--- config.mk ---
export PLATFORM = sky130hd
export DESIGN_NAME = adc_acq_seq
export DESIGN_NICKNAME = d
export VERILOG_FILES = /design/src/rtl/adc_acq_pkg.sv /design/src/rtl/acq_edge_trig.sv /design/src/rtl/acq_delay_timer.sv /design/src/rtl/acq_regfile.sv /design/src/rtl/acq_fsm.sv /design/src/rtl/acq_datapath.sv /design/src/rtl/adc_acq_seq.sv
export SDC_FILE = /design/constraint.sdc
export NUM_CORES = 1
export LEC_CHECK = 0
export BUFFER_PORTS_ARGS = -buffer_cell sky130_fd_sc_hd__buf_2
export CORE_ASPECT_RATIO = 1.4
export CORE_MARGIN = 10
export CORE_UTILIZATION = 60
export CTS_BUF_LIST = sky130_fd_sc_hd__clkbuf_4 sky130_fd_sc_hd__clkbuf_8 sky130_fd_sc_hd__clkbuf_16
export DETAILED_ROUTE_END_ITERATION = 12
export PLACE_DENSITY = 0.91
export REMOVE_ABC_BUFFERS = 1
export SLEW_MARGIN = 40
export SYNTH_ARGS = -nofsm -noshare
export SYNTH_HDL_FRONTEND = slang
export SYNTH_SLANG_ARGS = --single-unit
--- constraint.sdc ---
create_clock -name clk -period 2.45 [get_ports clk]
set_clock_uncertainty 0.15 [all_clocks]
set_input_delay 0.49 -clock clk [delete_from_list [all_inputs] [get_ports clk]]
set_output_delay 0.49 -clock clk [all_outputs]
set_load 0.02 [all_outputs]
--- src/rtl/adc_acq_pkg.sv ---
package adc_acq_pkg;

    typedef enum logic [2:0] {
        ST_IDLE,
        ST_CONVERT,
        ST_HOLD,
        ST_DRAIN,
        ST_STROBE_LO,
        ST_STROBE_HI,
        ST_FINISH
    } acq_state_e;

    // control word from the FSM to the datapath
    typedef struct packed {
        logic convst;
        logic strobe_n;
        logic short_run;
        logic long_run;
        logic wr_en;
        logic ch_step;
        logic done;
    } acq_ctrl_t;

endpackage

--- src/rtl/acq_edge_trig.sv ---
module acq_edge_trig (
    input  logic clk,
    input  logic rst,
    input  logic lvl_in,
    output logic pulse
);
    logic samp_q;
    logic prev_q;

    always_ff @(posedge clk) begin
        if (rst) begin
            samp_q <= lvl_in;
            prev_q <= lvl_in;
        end else begin
            samp_q <= lvl_in;
            prev_q <= samp_q;
        end
    end

    assign pulse = samp_q ^ prev_q;
endmodule

--- src/rtl/acq_delay_timer.sv ---
module acq_delay_timer #(
    parameter int          CNT_W = 4,
    parameter int unsigned TERM  = 2
) (
    input  logic clk,
    input  logic rst,
    input  logic run,
    output logic hit
);
    localparam logic [CNT_W-1:0] TERM_C = CNT_W'(TERM);

    logic [CNT_W-1:0] cnt_q;

    assign hit = (cnt_q == TERM_C);

    always_ff @(posedge clk) begin
        if (rst || !run || hit) begin
            cnt_q <= '0;
        end else begin
            cnt_q <= cnt_q + 1'b1;
        end
    end
endmodule

--- src/rtl/acq_regfile.sv ---
module acq_regfile #(
    parameter int NUM_CH = 8,
    parameter int DATA_W = 16,
    localparam int CH_W  = $clog2(NUM_CH)
) (
    input  logic              clk,
    input  logic              we,
    input  logic [CH_W-1:0]   waddr,
    input  logic [DATA_W-1:0] wdata,
    input  logic [CH_W-1:0]   raddr,
    output logic [DATA_W-1:0] rdata,
    output logic [DATA_W-1:0] word0
);
    logic [DATA_W-1:0] words [NUM_CH];

    for (genvar i = 0; i < NUM_CH; i++) begin : g_ent
        logic [DATA_W-1:0] word_q;
        always_ff @(posedge clk) begin
            if (we && (waddr == CH_W'(i))) begin
                word_q <= wdata;
            end
        end
        assign words[i] = word_q;
    end

    assign rdata = words[raddr];
    assign word0 = words[0];
endmodule

--- src/rtl/acq_fsm.sv ---
module acq_fsm
    import adc_acq_pkg::*;
(
    input  logic       clk,
    input  logic       rst,
    input  logic       trig,
    input  logic       busy,
    input  logic       short_hit,
    input  logic       long_hit,
    input  logic       last_ch,
    output acq_state_e state,
    output acq_ctrl_t  ctrl
);
    acq_state_e state_q;
    acq_state_e state_d;

    always_ff @(posedge clk) begin
        if (rst) begin
            state_q <= ST_IDLE;
        end else begin
            state_q <= state_d;
        end
    end

    always_comb begin
        state_d = state_q;
        unique case (state_q)
            ST_IDLE:      if (trig)      state_d = ST_CONVERT;
            ST_CONVERT:   if (short_hit) state_d = ST_HOLD;
            ST_HOLD:      if (long_hit)  state_d = ST_DRAIN;
            ST_DRAIN:     if (!busy)     state_d = ST_STROBE_LO;
            ST_STROBE_LO: if (short_hit) state_d = ST_STROBE_HI;
            ST_STROBE_HI: if (short_hit) state_d = last_ch ? ST_FINISH : ST_STROBE_LO;
            ST_FINISH:                   state_d = ST_IDLE;
            default:                     state_d = ST_IDLE;
        endcase
    end

    always_comb begin
        ctrl = '0;
        ctrl.strobe_n = 1'b1;
        unique case (state_q)
            ST_IDLE: ;
            ST_CONVERT: begin
                ctrl.convst    = 1'b1;
                ctrl.short_run = 1'b1;
            end
            ST_HOLD: ctrl.long_run = 1'b1;
            ST_DRAIN: ;
            ST_STROBE_LO: begin
                ctrl.strobe_n  = 1'b0;
                ctrl.short_run = 1'b1;
                ctrl.wr_en     = short_hit;
            end
            ST_STROBE_HI: begin
                ctrl.short_run = 1'b1;
                ctrl.ch_step   = short_hit;
            end
            ST_FINISH: ctrl.done = 1'b1;
            default: ;
        endcase
    end

    assign state = state_q;
endmodule

--- src/rtl/acq_datapath.sv ---
module acq_datapath
    import adc_acq_pkg::*;
#(
    parameter int          NUM_CH     = 8,
    parameter int          DATA_W     = 16,
    parameter int          SHORT_W    = 4,
    parameter int unsigned SHORT_TERM = 2,
    parameter int          LONG_W     = 24,
    parameter int unsigned LONG_TERM  = 32'h00FFFF,
    parameter int          NUM_LVL    = 4,
    parameter int          VOLT_CODE  = 3277,
    localparam int         CH_W       = $clog2(NUM_CH)
) (
    input  logic               clk,
    input  logic               rst,
    input  acq_ctrl_t          ctrl,
    input  logic [DATA_W-1:0]  adc_data,
    input  logic [CH_W-1:0]    rd_addr,
    output logic               short_hit,
    output logic               long_hit,
    output logic               last_ch,
    output logic [DATA_W-1:0]  rd_data,
    output logic [NUM_LVL-1:0] lvl_flag
);
    logic [CH_W-1:0]   ch_q;
    logic [DATA_W-1:0] word0;

    acq_delay_timer #(.CNT_W(SHORT_W), .TERM(SHORT_TERM)) u_short (
        .clk (clk),
        .rst (rst),
        .run (ctrl.short_run),
        .hit (short_hit)
    );

    acq_delay_timer #(.CNT_W(LONG_W), .TERM(LONG_TERM)) u_long (
        .clk (clk),
        .rst (rst),
        .run (ctrl.long_run),
        .hit (long_hit)
    );

    always_ff @(posedge clk) begin
        if (rst) begin
            ch_q <= '0;
        end else if (ctrl.ch_step) begin
            ch_q <= last_ch ? '0 : ch_q + 1'b1;
        end
    end

    assign last_ch = (ch_q == CH_W'(NUM_CH - 1));

    acq_regfile #(.NUM_CH(NUM_CH), .DATA_W(DATA_W)) u_rf (
        .clk   (clk),
        .we    (ctrl.wr_en),
        .waddr (ch_q),
        .wdata (adc_data),
        .raddr (rd_addr),
        .rdata (rd_data),
        .word0 (word0)
    );

    for (genvar k = 0; k < NUM_LVL; k++) begin : g_lvl
        localparam logic signed [DATA_W-1:0] THR = DATA_W'((k + 1) * VOLT_CODE);
        assign lvl_flag[k] = ($signed(word0) >= THR);
    end
endmodule

--- src/rtl/adc_acq_seq.sv ---
module adc_acq_seq
    import adc_acq_pkg::*;
#(
    parameter int          NUM_CH     = 8,
    parameter int          DATA_W     = 16,
    parameter int          SHORT_W    = 4,
    parameter int unsigned SHORT_TERM = 2,
    parameter int          LONG_W     = 24,
    parameter int unsigned LONG_TERM  = 32'h00FFFF,
    parameter int          NUM_LVL    = 4,
    parameter int          VOLT_CODE  = 3277,
    localparam int         CH_W       = $clog2(NUM_CH)
) (
    input  logic               clk,
    input  logic               rst,
    input  logic               btn_in,
    input  logic               adc_busy,
    input  logic [DATA_W-1:0]  adc_data,
    input  logic [CH_W-1:0]    rd_addr,
    output logic               adc_convst,
    output logic               adc_cs_n,
    output logic               adc_rd_n,
    output logic [DATA_W-1:0]  rd_data,
    output logic               acq_done,
    output logic [NUM_LVL-1:0] lvl_flag
);
    logic       trig;
    logic       short_hit;
    logic       long_hit;
    logic       last_ch;
    acq_state_e state_q;
    acq_ctrl_t  ctrl;

    acq_edge_trig u_trig (
        .clk    (clk),
        .rst    (rst),
        .lvl_in (btn_in),
        .pulse  (trig)
    );

    acq_fsm u_fsm (
        .clk       (clk),
        .rst       (rst),
        .trig      (trig),
        .busy      (adc_busy),
        .short_hit (short_hit),
        .long_hit  (long_hit),
        .last_ch   (last_ch),
        .state     (state_q),
        .ctrl      (ctrl)
    );

    acq_datapath #(
        .NUM_CH     (NUM_CH),
        .DATA_W     (DATA_W),
        .SHORT_W    (SHORT_W),
        .SHORT_TERM (SHORT_TERM),
        .LONG_W     (LONG_W),
        .LONG_TERM  (LONG_TERM),
        .NUM_LVL    (NUM_LVL),
        .VOLT_CODE  (VOLT_CODE)
    ) u_dp (
        .clk       (clk),
        .rst       (rst),
        .ctrl      (ctrl),
        .adc_data  (adc_data),
        .rd_addr   (rd_addr),
        .short_hit (short_hit),
        .long_hit  (long_hit),
        .last_ch   (last_ch),
        .rd_data   (rd_data),
        .lvl_flag  (lvl_flag)
    );

    assign adc_convst = ctrl.convst;
    assign adc_cs_n   = ctrl.strobe_n;
    assign adc_rd_n   = ctrl.strobe_n;
    assign acq_done   = ctrl.done;
endmodule

==> load_flow_metrics.sql, run 1 <==
INSERT INTO impl_metrics (metric_group, metric, value, unit) VALUES
('sta', 'timing.final.hold_violations', '0', ''),
('placement', 'gpl_wtd_cong', '0.777', ''),
('clocking', 'numCtsBuffers', '17', ''),
('worst_setup_path', 'worstPathMaxFanout', '5', ''),
('power', 'power.internal', '4.87', 'mW'),
('global_route', 'grt_max_degree', '33', ''),
('worst_setup_path', 'timing.rr.start', 'u_dp.u_short.cnt_q[0]', ''),
('floorplan', 'design.core.area', '10900', 'um2'),
('sta', 'setup_total_negative_slack', '-816', 'ps'),
('floorplan', 'boundaryPins', '47', ''),
('sta', 'final_critical_path_setup_slack', '-142', 'ps'),
('power', 'power.net_switching', '1.32', 'mW'),
('drt', 'routed_wirelength', '15400', 'um'),
('clocking', 'holdBufCountCts', '0', ''),
('drt', 'drcViolationCount', '0', ''),
('worst_setup_path', 'critical_path_required', '1810', 'ps'),
('drt', 'ant_nets', '0', ''),
('synthesis', 'synth-seq-cells', '164', ''),
('global_route', 'number_of_antenna_violations_at_the_first_check_in_global_routing', '2', ''),
('sta', 'grt_setup_unrepaired', 'yes', ''),
('global_route', 'first_global_vias', '4236', ''),
('sta', 'finalMaxSlewViolations', '0', ''),
('final_layout', 'total_nets_final', '522', ''),
('floorplan', 'die_x', '109', 'um'),
('sta', 'tightest_slew', '446', 'ps'),
('min_path', 'worst_hold_startpoint', 'btn_in', ''),
('synthesis', 'ys_seq_area_share', '68.1', '%'),
('floorplan', 'row_count', '45', ''),
('synthesis', 'post_synthesis_async_set_or_reset_flop_share', '0', '%'),
('floorplan', 'initial_core_util', '61.7', '%'),
('drt', 'drt_iter0_markers', '369', ''),
('clocking', 'cts_tree', 'done', ''),
('min_path', 'hold_class', 'primary input to flop', ''),
('synthesis', 'synthesis.yosys.warnings', '0', ''),
('sta', 'post-route-period-util', '106', '%'),
('sta', 'clock_period_minus_worst_slack', '2590', 'ps'),
('worst_setup_path', 'startpoint_type', 'flop', ''),
('placement', 'placed_cells', '595', ''),
('sta', 'setup_violations_final', '10', ''),
('drt', 'viasPerCell', '6.36', ''),
('power', 'comb_power_share', '4.6', '%'),
('synthesis', 'synth_cell_type_count', '48', ''),
('clocking', 'clock_sink_total', '164', ''),
('global_route', 'overall_track_demand_over_capacity_in_global_routing', '20.2', '%'),
('clocking', 'clock_tree.htree_level_count', '4', ''),
('worst_setup_path', 'critical_path_arrival', '1950', 'ps'),
('global_route', 'grt_pass1_wl', '24400', 'um'),
('final_layout', 'finalNonFillerCells', '645', ''),
('final_layout', 'area_delta_synth_final', '21.7', '%'),
('clocking', 'clk_root_buffer_cell', 'sky130_fd_sc_hd__clkbuf_16', ''),
('drt', 'wire_per_inst', '23.9', 'um'),
('worst_setup_path', 'cp-startpoint', 'u_dp.u_rf.word0[2]', ''),
('outcome', 'violations', 'negative setup slack', ''),
('power', 'power_switching_share', '21.2', '%'),
('placement', 'port_buffers', '46', ''),
('clocking', 'clk_pin_slew', '70', 'ps'),
('drt', 'number_of_detailed_routing_iterations_run_before_antenna_repair', '5', ''),
('outcome', 'status', 'finished with violations', ''),
('synthesis', 'synth_top_flop_cell', 'sky130_fd_sc_hd__edfxtp_1', ''),
('synthesis', 'synthesized_cell_area', '6710', 'um2'),
('power', 'vdd.ir_drop.worst', '0.000565', 'V'),
('job', 'timing.max_cap.violations', '0', ''),
('clocking', 'worstSkewPairLatency', '420', 'ps'),
('floorplan', 'die_area', '15900', 'um2'),
('sta', 'timing.slew.headroom', '70.2', '%'),
('power', 'share_seq_of_total_power', '48.6', '%'),
('sta', 'fmax', '386', 'MHz'),
('final_layout', 'final_core_util', '75.1', '%'),
('drt', 'route.vias.total', '4105', ''),
('synthesis', 'count_of_flip_flops_with_a_built_in_enable_after_synthesis', '128', ''),
('synthesis', 'postSynthAreaPerCell', '16.4', 'um2'),
('worst_setup_path', 'worst_setup_path_end_kind', 'primary output', ''),
('placement', 'half_perimeter_wire_length_of_the_detailed_placement_result', '8460', 'um'),
('floorplan', 'die_height', '145', 'um'),
('clocking', 'clk_path_buf_depth', '2', ''),
('power', 'portion_of_total_power_attributed_to_the_clock_network', '46.7', '%'),
('power', 'leakagePower', '2.79', 'nW'),
('worst_setup_path', 'crit_type', 'flop to primary output', ''),
('synthesis', 'synthCells', '410', ''),
('final_layout', 'number_of_filler_cells_placed_in_the_layout', '589', ''),
('final_layout', 'drive_above_1_share', '33.0', '%'),
('global_route', 'gr_overflow_total', '0', ''),
('power', 'power_per_cell_area', '758', 'nW/um2');
[routing by layer]
layer	routed length (um)	track usage [%]	up-vias
li1	-	-	1798
met1	5460	24.0	2054
met2	8260	33.6	220
met3	1230	5.05	31
met4	424	8.81	2
met5	10	0	-
[registers in the layout, indices dropped and copies added (netlist names)]
| register | cells |
|---|---|
| u_dp.u_long.cnt_q | 24 |
| u_dp.u_short.cnt_q | 4 |
| u_dp.ch_q | 3 |
| u_dp.u_rf.g_ent.word_q | 112 |
| u_trig.samp_q | 1 |
| u_dp.u_rf.word0 | 16 |
| u_trig.prev_q | 1 |
| u_fsm.state | 3 |
[cell usage after synthesis, types with 2 or more instances]
cell	n	area [um2]
sky130_fd_sc_hd__xnor2_1	3	26.3
sky130_fd_sc_hd__or4_1	6	45.0
sky130_fd_sc_hd__ha_1	9	113
sky130_fd_sc_hd__and3_1	11	68.8
sky130_fd_sc_hd__or3_1	7	43.8
sky130_fd_sc_hd__o21ai_0	8	40.0
sky130_fd_sc_hd__a311o_1	2	20.0
sky130_fd_sc_hd__clkbuf_1	6	22.5
sky130_fd_sc_hd__nand4_1	5	31.3
sky130_fd_sc_hd__nor3_1	3	15.0
sky130_fd_sc_hd__o31ai_1	6	45.0
sky130_fd_sc_hd__buf_2	6	30.0
sky130_fd_sc_hd__o211ai_1	3	22.5
sky130_fd_sc_hd__and4_1	5	43.8
sky130_fd_sc_hd__nor2_1	26	97.6
sky130_fd_sc_hd__edfxtp_1	128	3840
sky130_fd_sc_hd__xor2_1	10	87.6
sky130_fd_sc_hd__mux2_2	17	191
sky130_fd_sc_hd__inv_1	11	41.3
sky130_fd_sc_hd__nor4_1	2	12.5
sky130_fd_sc_hd__dfxtp_1	36	721
sky130_fd_sc_hd__nand2_1	12	45.0
sky130_fd_sc_hd__o311ai_0	3	26.3
sky130_fd_sc_hd__a211oi_1	2	15.0
sky130_fd_sc_hd__a21oi_1	20	100
sky130_fd_sc_hd__mux4_2	32	721
sky130_fd_sc_hd__nand3_1	8	40.0
sky130_fd_sc_hd__nor2b_1	2	12.5
sky130_fd_sc_hd__and2_1	2	12.5
[cells by family after synthesis]
logic type               Yosys count  share of synthesized area, %
flip-flops                       164                          68.1
AND/OR/NAND/NOR                   97                          8.10
AO/OA/AOI/OAI                     51                          4.98
multiplexers                      50                          13.7
buffers and inverters             26                          1.74
XOR/XNOR                          13                          1.70
adder cells (fa/ha/maj)            9                          1.68
[power by group through the flow]
| stage | combinational, mW | sequential [mW] | clock, mW |
|---|---|---|---|
| finish | 0.287 | 3.01 | 2.89 |
| global route | 0.310 | 3.01 | 3.04 |
| CTS | 0.285 | 3.01 | 2.90 |
| detailed placement | 0.252 | 3.07 | 0 |
| global placement | 0.241 | 3.07 | 0 |
| floorplan | 0.131 | 3.07 | 0 |
[cell usage in the layout (no fill, tap or decap), types with 3 or more instances in the layout]
cell                        count
sky130_fd_sc_hd__dfxtp_1       36
sky130_fd_sc_hd__edfxtp_1     128
sky130_fd_sc_hd__buf_2         34
sky130_fd_sc_hd__nand2_1       12
sky130_fd_sc_hd__a21oi_1       19
sky130_fd_sc_hd__clkinv_4       3
sky130_fd_sc_hd__or4_1          6
sky130_fd_sc_hd__o211ai_1       3
sky130_fd_sc_hd__nand3_1        8
sky130_fd_sc_hd__xnor2_1        3
sky130_fd_sc_hd__inv_6          4
sky130_fd_sc_hd__mux2_2        16
sky130_fd_sc_hd__bufinv_16      4
sky130_fd_sc_hd__xor2_1        10
sky130_fd_sc_hd__buf_12        10
sky130_fd_sc_hd__or3_1          7
sky130_fd_sc_hd__o31ai_1        6
sky130_fd_sc_hd__and4_1         5
sky130_fd_sc_hd__clkbuf_16     17
sky130_fd_sc_hd__nor2_1        26
sky130_fd_sc_hd__mux4_2        32
sky130_fd_sc_hd__and3_1        11
sky130_fd_sc_hd__buf_4         19
sky130_fd_sc_hd__nand4_1        5
sky130_fd_sc_hd__inv_1         11
sky130_fd_sc_hd__buf_6         11
sky130_fd_sc_hd__o21ai_0        8
sky130_fd_sc_hd__ha_1           9
sky130_fd_sc_hd__nor3_1         3
[area by class of cell]
class                   count  area (um2)  share of cell area (%)
inverters                  11        41.3                   0.506
repair buffers             76         692                    8.48
diodes                      1        2.50                  0.0307
well taps                 141         176                    2.16
multi-input cells         220        2050                    25.1
clock inverters            15         216                    2.65
flip-flops and latches    164        4560                    55.9
clock buffers              17         425                    5.21
[stage by stage]
stage	total power [mW]	setup WS [ps]	hold slack (ps)	instance area [um2]
after CTS	6.20	-106	23.2	8120
after floorplan	3.20	141	276	6630
after detailed placement	3.32	-43.6	315	7260
after global routing	6.36	-173	21.6	8160
after global placement	3.31	4.52	287	7260
final	6.19	-142	35.4	8160
[worst max-delay path, stage by stage, from the launching register on]
cell                       delay [ps]
sky130_fd_sc_hd__edfxtp_1         490
sky130_fd_sc_hd__buf_4            190
sky130_fd_sc_hd__mux4_2           440
sky130_fd_sc_hd__mux2_4           280
sky130_fd_sc_hd__buf_6            130
[path summary, 6_finish.rpt]
path                                                endpoint  slack, ps  cells past startpoint
worst min register to register          u_dp.u_long.cnt_q[0]        320                      1
worst max-delay path                              rd_data[2]       -140                      4
worst min-delay path                           u_trig.samp_q         40                      1
worst max register to register  u_dp.u_rf.g_ent[5].word_q[3]        310                      6
[repair_timing]
item                                    CTS  global route
setup buffers                            12             3
endpoints found under the setup margin   20           144
pin swaps                                 3             2
resized for setup                        26             6
cloned                                    2             0
Note: power is estimated with default switching activity, not from simulation.
==> inputs of run 2 (changes only) <==
--- a/config.mk
+++ b/config.mk
@@ -6,12 +6,12 @@
 export NUM_CORES = 1
 export LEC_CHECK = 0
 export BUFFER_PORTS_ARGS = -buffer_cell sky130_fd_sc_hd__buf_2
-export CORE_ASPECT_RATIO = 1.4
 export CORE_MARGIN = 10
 export CORE_UTILIZATION = 60
 export CTS_BUF_LIST = sky130_fd_sc_hd__clkbuf_4 sky130_fd_sc_hd__clkbuf_8 sky130_fd_sc_hd__clkbuf_16
 export DETAILED_ROUTE_END_ITERATION = 12
 export PLACE_DENSITY = 0.91
+export RECOVER_POWER = 50
 export REMOVE_ABC_BUFFERS = 1
 export SLEW_MARGIN = 40
 export SYNTH_ARGS = -nofsm -noshare
==> load_flow_metrics.sql, run 2 (synthesized netlist as in run 1, its figures left out) <==
INSERT INTO impl_metrics (metric_group, metric, value, unit) VALUES
('outcome', 'status', 'finished with violations', ''),
('outcome', 'violations', 'negative setup slack', ''),
('drt', 'drt_iter0_markers', '398', ''),
('power', 'leakagePower', '2.76', 'nW'),
('sta', 'final_critical_path_setup_slack', '-268', 'ps'),
('final_layout', 'final_core_util', '74.8', '%'),
('drt', 'number_of_detailed_routing_iterations_run_before_antenna_repair', '5', ''),
('floorplan', 'boundaryPins', '47', ''),
('final_layout', 'antenna-diode-count', '0', ''),
('global_route', 'overall_track_demand_over_capacity_in_global_routing', '18.3', '%'),
('clocking', 'worstSkewPairLatency', '530', 'ps'),
('sta', 'grt_setup_unrepaired', 'yes', ''),
('sta', 'timing.final.hold_violations', '0', ''),
('drt', 'ant_nets', '0', ''),
('worst_setup_path', 'crit_type', 'flop to primary output', ''),
('final_layout', 'layout.cells.most_common', 'sky130_fd_sc_hd__edfxtp_1', ''),
('sta', 'finalMaxSlewViolations', '0', ''),
('drt', 'drcViolationCount', '0', ''),
('power', 'finalPower', '5.91', 'mW'),
('sta', 'timing.slew.headroom', '56.3', '%'),
('placement', 'half_perimeter_wire_length_of_the_detailed_placement_result', '8310', 'um'),
('clocking', 'cts_tree', 'done', ''),
('drt', 'viasPerCell', '6.23', ''),
('final_layout', 'drive_above_1_share', '29.7', '%'),
('worst_setup_path', 'worst_setup_path_end_kind', 'primary output', ''),
('sta', 'post-route-period-util', '111', '%'),
('final_layout', 'total_nets_final', '521', ''),
('clocking', 'clk_path_buf_depth', '2', ''),
('clocking', 'numCtsBuffers', '17', ''),
('clocking', 'clk_root_buffer_cell', 'sky130_fd_sc_hd__clkbuf_8', ''),
('global_route', 'first_global_vias', '4102', ''),
('power', 'vdd.ir_drop.worst', '0.000538', 'V'),
('global_route', 'gr_overflow_total', '0', ''),
('worst_setup_path', 'critical_path_arrival', '2080', 'ps'),
('drt', 'routed_wirelength', '14600', 'um'),
('sta', 'tightest_slew', '654', 'ps'),
('final_layout', 'largest_register_ff_count', '112', ''),
('placement', 'placed_cell_area', '7260', 'um2'),
('final_layout', 'finalNonFillerCells', '642', ''),
('worst_setup_path', 'startpoint_type', 'flop', ''),
('clocking', 'clk_pin_slew', '80', 'ps'),
('placement', 'post-place-ws', '-3.99', 'ps'),
('sta', 'setup_violations_final', '18', ''),
('sta', 'fmax', '368', 'MHz'),
('power', 'power_per_cell_area', '726', 'nW/um2'),
('floorplan', 'die_x', '126', 'um'),
('worst_setup_path', 'worstPathMaxFanout', '4', ''),
('final_layout', 'largest_register_by_flop_count', 'u_dp.u_rf.g_ent.word_q', ''),
('job', 'timing.max_cap.violations', '0', ''),
('global_route', 'grt_max_degree', '33', ''),
('drt', 'route.vias.total', '3997', ''),
('min_path', 'worst_hold_path_cells', '2', ''),
('final_layout', 'area_delta_synth_final', '21.4', '%'),
('floorplan', 'die_area', '15800', 'um2'),
('sta', 'clock_period_minus_worst_slack', '2720', 'ps'),
('placement', 'port_buffers', '46', ''),
('placement', 'placed_cells', '593', ''),
('min_path', 'hold_class', 'primary input to flop', ''),
('global_route', 'grt_pass1_wl', '22500', 'um'),
('final_layout', 'stdcell_area', '8140', 'um2'),
('floorplan', 'design.core.area', '10900', 'um2'),
('floorplan', 'row_count', '38', ''),
('placement', 'gpl_wtd_cong', '0.810', ''),
('drt', 'wire_per_inst', '22.7', 'um'),
('final_layout', 'mostFrequentLayoutCells', '128 x sky130_fd_sc_hd__edfxtp_1, 36 x sky130_fd_sc_hd__dfxtp_1, 32 x sky130_fd_sc_hd__mux4_2', ''),
('floorplan', 'initial_core_util', '61.6', '%'),
('worst_setup_path', 'critical_path_required', '1810', 'ps'),
('floorplan', 'die_height', '126', 'um'),
('worst_setup_path', 'r2r.worst_path.cells', '6', ''),
('clocking', 'clock_sink_total', '164', ''),
('global_route', 'number_of_antenna_violations_at_the_first_check_in_global_routing', '1', ''),
('clocking', 'clock_tree.htree_level_count', '4', '');
run 2: worst max-delay path, stage by stage (launching register included):
cell,delay [ps]
sky130_fd_sc_hd__edfxtp_1,480
sky130_fd_sc_hd__buf_6,160
sky130_fd_sc_hd__mux4_2,470
sky130_fd_sc_hd__mux2_4,300
sky130_fd_sc_hd__buf_6,130
run 2: timing repair:
item                                    4_1_cts  5_1_grt
cloned                                        0        0
hold buffers                                  1        0
pin swaps                                     3        1
setup buffers                                14        2
gates resized for setup                      46       11
endpoints found under the setup margin       20       96
hold endpoints to repair                      1        0
run 2: metal layers:
metal	up-vias	share of wire (%)	track usage [%]
met3	27	6.2	5.33
li1	1801	-	-
met4	2	1.9	6.10
met5	-	0.062	0
met1	2013	39	21.0
met2	154	53	32.1
run 2: cell type report:
class | instances | area (um2)
sequential | 164 | 4560
fill | 611 | 2750
multi-input combinational | 220 | 2090
timing repair buffer | 75 | 672
clock buffer | 17 | 414
clock inverter | 15 | 179
tap | 140 | 175
inverter | 11 | 41.3
run 2: metrics by stage:
| step | hold slack [ps] | setup TNS, ps |
|---|---|---|
| global route | 106 | -5430 |
| detailed placement | 307 | -4.23 |
| CTS | 47.4 | -1710 |
| finish | 118 | -1830 |
| floorplan | 276 | 0 |
| global placement | 287 | 0 |
run 2: worst paths after layout:
kind                    startpoint                    to  slack [ps]
max             u_dp.u_rf.word0[1]            rd_data[1]        -270
min                            rst        u_fsm.state[2]         120
max reg2reg  u_dp.u_short.cnt_q[0]    u_dp.u_rf.word0[7]          90
min reg2reg   u_dp.u_long.cnt_q[0]  u_dp.u_long.cnt_q[0]         320
run 2: report_power, final:
group          total (mW)  internal (mW)  switching (mW)  leakage (nW)
clock network        2.60           1.42            1.18         0.289
registers            3.01           3.00          0.0101          1.44
logic               0.296          0.145           0.151          1.03
total                5.91           4.56            1.34          2.76
